File: src/rtl/txb_pkg.sv
package txb_pkg;
  localparam int STATE_W = 3;

  typedef enum logic [STATE_W-1:0] {
    S_EMPTY    = 3'd0,
    S_READY    = 3'd1,
    S_SENDING  = 3'd2,
    S_ABORTING = 3'd3,
    S_SENT_OK  = 3'd4,
    S_FAILED   = 3'd5,
    S_ABORTED  = 3'd6
  } buf_state_e;

  typedef enum logic [1:0] {
    C_NONE,
    C_EMPTY,
    C_READY,
    C_ABORT
  } buf_cmd_e;

  localparam int CMD_BIT_EMPTY = 0;
  localparam int CMD_BIT_READY = 1;
  localparam int CMD_BIT_ABORT = 2;

  typedef struct packed {
    logic sel;
    logic ok;
    logic err;
    logic arb;
    logic lim;
  } eng_evt_t;
endpackage

File: src/rtl/txb_cmd_dec.sv
module txb_cmd_dec
  import txb_pkg::*;
#(
  parameter int CMD_W = 3
) (
  input  logic [CMD_W-1:0] cmd_i,
  output buf_cmd_e         cmd_o
);
  // fixed priority: abort > ready > empty
  always_comb begin
    if (cmd_i[CMD_BIT_ABORT])      cmd_o = C_ABORT;
    else if (cmd_i[CMD_BIT_READY]) cmd_o = C_READY;
    else if (cmd_i[CMD_BIT_EMPTY]) cmd_o = C_EMPTY;
    else                           cmd_o = C_NONE;
  end
endmodule

File: src/rtl/txb_evt_step.sv
module txb_evt_step
  import txb_pkg::*;
(
  input  buf_state_e state_i,
  input  eng_evt_t   evt_i,
  output buf_state_e state_o
);
  logic fault;
  assign fault = evt_i.err | evt_i.arb;

  always_comb begin
    state_o = state_i;
    unique case (state_i)
      S_READY:    if (evt_i.sel) state_o = S_SENDING;
      S_SENDING: begin
        if (evt_i.ok)   state_o = S_SENT_OK;
        else if (fault) state_o = evt_i.lim ? S_FAILED : S_READY;
      end
      S_ABORTING: begin
        if (evt_i.ok)   state_o = S_SENT_OK;
        else if (fault) state_o = S_ABORTED;
      end
      default: state_o = state_i;
    endcase
  end
endmodule

File: src/rtl/txb_cmd_step.sv
module txb_cmd_step
  import txb_pkg::*;
(
  input  buf_state_e state_i,
  input  buf_cmd_e   cmd_i,
  output buf_state_e state_o
);
  logic done_st;
  assign done_st = (state_i == S_SENT_OK) || (state_i == S_FAILED) || (state_i == S_ABORTED);

  always_comb begin
    state_o = state_i;
    unique case (cmd_i)
      C_EMPTY: if (done_st) state_o = S_EMPTY;
      C_READY: if (done_st || state_i == S_EMPTY) state_o = S_READY;
      C_ABORT: begin
        if (state_i == S_READY)        state_o = S_ABORTED;
        else if (state_i == S_SENDING) state_o = S_ABORTING;
      end
      default: state_o = state_i;
    endcase
  end
endmodule

File: src/rtl/txb_state_top.sv
module txb_state_top
  import txb_pkg::*;
#(
  parameter int CMD_W = 3
) (
  input  logic             clk_i,
  input  logic             rst_ni,
  input  logic [CMD_W-1:0] cmd_i,
  input  logic             tx_select_i,
  input  logic             tx_ok_i,
  input  logic             tx_err_i,
  input  logic             tx_arb_lost_i,
  input  logic             tx_limit_i,
  output logic [2:0]       state_o,
  output logic             ready_o
);
  buf_state_e state_q, after_evt, after_cmd;
  buf_cmd_e   cmd_sel;
  eng_evt_t   evt;

  assign evt = '{sel: tx_select_i, ok: tx_ok_i, err: tx_err_i, arb: tx_arb_lost_i, lim: tx_limit_i};

  txb_cmd_dec #(.CMD_W(CMD_W)) u_dec (.cmd_i(cmd_i), .cmd_o(cmd_sel));

  // event stage first, command stage sees its result
  txb_evt_step u_evt (.state_i(state_q), .evt_i(evt), .state_o(after_evt));
  txb_cmd_step u_cmd (.state_i(after_evt), .cmd_i(cmd_sel), .state_o(after_cmd));

  always_ff @(posedge clk_i or negedge rst_ni) begin
    if (!rst_ni) state_q <= S_EMPTY;
    else         state_q <= after_cmd;
  end

  assign state_o = state_q;
  assign ready_o = (state_q == S_READY);

  logic quiet_evt;
  assign quiet_evt = !tx_select_i && !tx_ok_i && !tx_err_i && !tx_arb_lost_i;

  a_r2_legal_code: assert property (@(posedge clk_i) disable iff (!rst_ni)
    state_o != 3'd7);

  a_r4_empty_cmd: assert property (@(posedge clk_i) disable iff (!rst_ni)
    (state_o inside {3'd4, 3'd5, 3'd6}) && cmd_i == 3'b001 |=> state_o == 3'd0);

  a_r6_abort_ready: assert property (@(posedge clk_i) disable iff (!rst_ni)
    state_o == 3'd1 && !tx_select_i && cmd_i[2] |=> state_o == 3'd6);

  a_r7_abort_sending: assert property (@(posedge clk_i) disable iff (!rst_ni)
    state_o == 3'd2 && quiet_evt && cmd_i[2] |=> state_o == 3'd3);

  a_r8_select: assert property (@(posedge clk_i) disable iff (!rst_ni)
    state_o == 3'd1 && tx_select_i && cmd_i == '0 |=> state_o == 3'd2);

  a_r10_abort_settle: assert property (@(posedge clk_i) disable iff (!rst_ni)
    state_o == 3'd3 && !tx_ok_i && (tx_err_i || tx_arb_lost_i) && cmd_i == '0
      |=> state_o == 3'd6);

  a_r9_idle_hold: assert property (@(posedge clk_i) disable iff (!rst_ni)
    quiet_evt && cmd_i == '0 |=> $stable(state_o));
endmodule

File: config.mk
export PLATFORM = sky130hd
export DESIGN_NAME = txb_state_top
export DESIGN_NICKNAME = d
export VERILOG_FILES = /design/src/rtl/txb_pkg.sv /design/src/rtl/txb_cmd_dec.sv /design/src/rtl/txb_evt_step.sv /design/src/rtl/txb_cmd_step.sv /design/src/rtl/txb_state_top.sv
export SDC_FILE = /design/constraint.sdc
export NUM_CORES = 1
export LEC_CHECK = 0
export BUFFER_PORTS_ARGS = -buffer_cell sky130_fd_sc_hd__buf_4
export CAP_MARGIN = 20
export CORE_AREA = 5 5 42 44
export DETAILED_ROUTE_END_ITERATION = 7
export DIE_AREA = 0 0 47 49
export PLACE_DENSITY = 0.52
export SYNTH_ARGS = -nofsm -noshare
export SYNTH_HDL_FRONTEND = slang
export SYNTH_HIERARCHICAL = 1
export SYNTH_SLANG_ARGS = --single-unit
File: constraint.sdc
create_clock -name clk_i -period 3 [get_ports clk_i]
set_clock_uncertainty 0.2 [all_clocks]
set_input_delay 0.45 -clock clk_i [delete_from_list [all_inputs] [get_ports clk_i]]
set_output_delay 0.45 -clock clk_i [all_outputs]
set_load 0.03 [all_outputs]
# Word level (Yosys, flattened, before mapping)
# Cells that the tools add are included.
# op_classes
n_eq_ne,11
mux,15
bitwise,1
reduce_logical,4
# ops
cell,n
$mux 3,10
$pmux 3 s3,2
$eq 3x2->1 const B,3
$eq 3x3->1 const B,3
$eq 3x1->1 const B,2
$eq 2x2->1 const B,2
$mux 2,2
$logic_not 3->1,1
$logic_or 1x1->1,3
$eq 2x1->1 const B,1
$mux 1,1
$or 1x1->1,1
# totals
reg_bits,3
in_bits,10
out_inout_bits,4
wordCells,32

# Longest topological paths before layout
# logic_depth
word_depth,10
mapped_depth,6
ltp_nobuf,6

# By module
# The synthesis kept the hierarchy.
# by_module_without_submodules
mod,n_inst,cells_each,area_per_inst_um2,seq_area_each_um2
txb_evt_step,1,14,87.6,0.0
txb_state_top,1,4,87.6,75.1
txb_cmd_step,1,16,86.3,0.0
txb_cmd_dec,1,3,17.5,0.0

# Worst setup path before layout
# OpenSTA, ideal clock, no wires.
# synth_path
kind,flip-flop to flip-flop
start,"register state_q[2], in the netlist state_o[2]"
end,"register state_q[1], in the netlist state_o[1]"
setup_time_ns,0.133
arrival_ns,1.473
required_ns,2.667
path_slack_ns,1.194
stages_incl_launch_ff,6
n_path_buf,0
cell_sequence,dfrtp_1 > nor2_1 > mux2_1 > a22o_1 > o31ai_1 > o21ai_0
# synth_lines
element,line_no,rtl
from (decl),txb_state_top.sv:17,"buf_state_e state_q, after_evt, after_cmd;"
from (signal assigned),txb_state_top.sv:31,else state_q <= after_cmd;
$eq 3x2->1 / $eq 3x1->1 (equally long branches),txb_evt_step.sv:13,unique case (state_i)
$pmux 3 s3 (*),txb_evt_step.sv:13,
net after_evt[0],txb_state_top.sv:17,
$eq 3x3->1,txb_cmd_step.sv:9,assign done_st = (state_i == S_SENT_OK) || (state_i == S_FAILED) || (state_i == S_ABORTED);
$logic_or 1x1->1 (2 in a row),txb_cmd_step.sv:9,
$logic_or 1x1->1,txb_cmd_step.sv:15,C_READY: if (done_st || state_i == S_EMPTY) state_o = S_READY;
$mux 3,txb_cmd_step.sv:15,
$pmux 3 s3 (*),txb_cmd_step.sv:13,unique case (cmd_i)
net after_cmd[1],txb_state_top.sv:17,
# The timed path passes the listed nets; every way through them passes the cells marked *.

# Worst setup path in the final report
# layout_path
start,"register state_q[2], in the netlist state_o[2]"
end,"register state_q[0], in the netlist state_o[0]"
# Same word-level chain as after synthesis.

==> impl_metrics.env <==
export IMPL_setup_tns_ns=0
export IMPL_fmax_ghz=0.566
export IMPL_worstPathRequired_ns=2.90
export IMPL_die_h_microns=49
export IMPL_io_buffers=13
export IMPL_cts_buffers=3
export IMPL_firstDrtPassIters=2
export IMPL_start_util_pct=19.9
export IMPL_synth_seq_cells=3
export IMPL_crit_family="flip-flops"
export IMPL_vias=336
export IMPL_clk_latency_ns=0.23
export IMPL_drtAntennaViolNets=0
export IMPL_relSlewSlack_pct=81.8
export IMPL_largest_reg_flops=3
export IMPL_max_clock_path_buffers=2
export IMPL_switchingPower_w=0.000217
export IMPL_cp_max_fo=7
export IMPL_avgSynthCellArea_sq_um=7.54
export IMPL_areaGrowthSynthToFinish_pct=55.2
export IMPL_ys_top_cells_by_area="dfrtp_1 27%, a21oi_1 7.2%, o21ai_0 7.2%, nor3b_1 5.4%, nor3b_2 4.5%"
export IMPL_die_area_sq_um=2300
export IMPL_rsz0062_at_grt="false"
export IMPL_p_int_w=0.000226
export IMPL_clock_root_buffer="clkbuf_4"
export IMPL_fin_ws_ns=1.23
export IMPL_cts_tree="yes"
export IMPL_netlist_area_leader_share_pct=26.9
export IMPL_finalNonFillerCells=71
export IMPL_regArea_sq_um=75.1
export IMPL_setup_violations_final=0
export IMPL_slew_violations=0
export IMPL_period_share_pct=58.9
export IMPL_crit_path_end_kind="flip-flop"
export IMPL_fin_nets=66
export IMPL_cap_violations=0
export IMPL_htreeDepth=1
export IMPL_yosysSeqAreaShare_pct=26.9
export IMPL_rows=14
export IMPL_crit_chain="nor2_1 -> mux2_1 -> a22o_1 -> nor4_1 -> nor4_1"
export IMPL_die_w_microns=47
export IMPL_grt_overflow_total=0
export IMPL_placed_cells=66
export IMPL_wl_per_cell_microns=10.4
export IMPL_path_clk_slew_ns=0.04
export IMPL_outcome="complete, no violations"
export IMPL_grt_pass1_wl_microns=1250
export IMPL_power_share_switching_pct=49.0
export IMPL_finalHoldViolCount=0
export IMPL_cp_start_kind="flip-flop"
export IMPL_slowest_delay_ns=0.45
export IMPL_grt_max_degree=8
export IMPL_worst_path_most_repeated_cell="nor4_1"
export IMPL_vdd_drop_max_mv=0.482
export IMPL_grtUsageTotal_pct=7.41
export IMPL_pwr_share_seq_pct=22.0
export IMPL_antenna_found_initial=0
export IMPL_leakage_nw=0.201
export IMPL_cp_arrival_ns=1.67
export IMPL_multi_input_area_sq_um=193
export IMPL_drc=0
export IMPL_tightest_slew_ns=0.271
export IMPL_syn_cell_area_sq_um=279
export IMPL_pin_count=14
export IMPL_fillCellCount=155
export IMPL_cp_slowest_cell="dfrtp_1"
export IMPL_yosys_area_top_type="dfrtp_1"
export IMPL_core_area_sq_um=1400
export IMPL_place_gp_congestion=0.700
export IMPL_layout_drive_gt1_share_pct=30.9
export IMPL_synth_nets=47
export IMPL_place_area_sq_um=397
export IMPL_worst_path_buf_inv=0
export IMPL_crit_type="reg2reg"
export IMPL_p_clk_share_pct=15.5
export IMPL_min_period_ns=1.77
export IMPL_hpwl_microns=562
export IMPL_grt_pass1_vias=307
export IMPL_vias_per_cell=4.73
export IMPL_hp_class="in2async"
export IMPL_num_antenna_cells=0
export IMPL_drtIter0Drc=3
export IMPL_combPwrFrac_pct=62.5
export IMPL_post_cts_resized=0
export IMPL_cts_sinks=3
export IMPL_fin_area_sq_um=433
export IMPL_yosys_warnings=6
export IMPL_ys_types=21
export IMPL_pre_cts_ws_ns=1.04
export IMPL_power_density_nw_per_um2=1020
export IMPL_wirelength_microns=736
export IMPL_syn_instance_count=37
[placed cells by master, fill, tap and decap left out, types with 3 or more instances in the layout]
cell type	synthesis	layout
buf_4	0	13
a21oi_1	4	4
o21ai_0	4	4
clkbuf_4	0	3
dfrtp_1	3	3
inv_1	3	3
nor2_1	3	3
[layer usage]
metal / part of all wire (%) / global-route usage (%) / routed length, microns
met1: 43 / 9.07 / 318
met2: 44 / 9.73 / 324
met3: 13 / 5.54 / 93
met4: 0 / 2.76 / 0
met5: 0 / 0 / 0
[what timing repair did]
item	CTS	global route
hold buffers	1	0
endpoints found under the hold margin	3	0
setup buffers	0	0
[power by group through the flow]
stage	Clock (W)	Combinational (W)	Sequential (W)
3_5_place_dp	0	0.000274	0.0000986
4_1_cts	0.0000717	0.000276	0.0000987
6_report	0.0000686	0.000277	0.0000973
3_3_place_gp	0	0.000273	0.0000996
5_1_grt	0.0000785	0.000305	0.000105
2_1_floorplan	0	0.000155	0.000129
[logic make-up (layout without fill, tap and decap cells)]
kind of cell | count (synthesis) | in the layout | synth area share [%]
flops | 3 | 3 | 26.9
buf+inv | 3 | 21 | 4.04
compound gates | 14 | 14 | 30.9
mux | 1 | 1 | 4.04
simple gates | 16 | 16 | 34.1
[final timing paths]
| kind | startpoint | end | slack, ns | cells after the start |
|---|---|---|---|---|
| worst max-delay path | state_o[2] | state_o[0] | 1.23 | 5 |
| worst min-delay path | rst_ni | state_o[0] | 0.34 | 2 |
| worst max register to register | state_o[2] | state_o[0] | 1.23 | 5 |
| worst min register to register | state_o[0] | state_o[1] | 0.67 | 4 |
| max in group asynchronous | rst_ni | state_o[1] | 2.16 | 2 |
| min in group clk_i | cmd_i[1] | state_o[2] | 0.52 | 4 |
[synth_stat cells, drive strengths merged]
| library cell | count |
|---|---|
| or2 | 1 |
| nor4 | 2 |
| a21oi | 4 |
| o22ai | 1 |
| nand3b | 1 |
| nand2 | 2 |
| dfrtp | 3 |
| o31ai | 1 |
| o22a | 1 |
| nand2b | 1 |
| nor2 | 3 |
| o21ai | 4 |
| a22o | 1 |
| inv | 3 |
| nor2b | 1 |
| a21o | 1 |
| o21bai | 1 |
| nor3b | 3 |
| mux2 | 1 |
| nor3 | 2 |
[through the flow]
| step | power (W) | util (%) | hold WS (ns) |
|---|---|---|---|
| finish | 0.000442 | 30.9 | 0.342 |
| global route | 0.000488 | 30.9 | 0.349 |
| CTS | 0.000446 | 30.9 | 0.334 |
| detailed placement | 0.000372 | 28.3 | 0.0405 |
| global placement | 0.000372 | 28.3 | 0.0407 |
| floorplan | 0.000285 | - | -0.0456 |
[cell type report]
cell class,instances,share of cell area [%]
multi-input combinational,31,44.5
timing repair buffer,14,24.9
sequential,3,17.3
clock buffer,4,6.07
tap,16,4.62
inverter,3,2.60
Power figures use the tool's default switching activity.
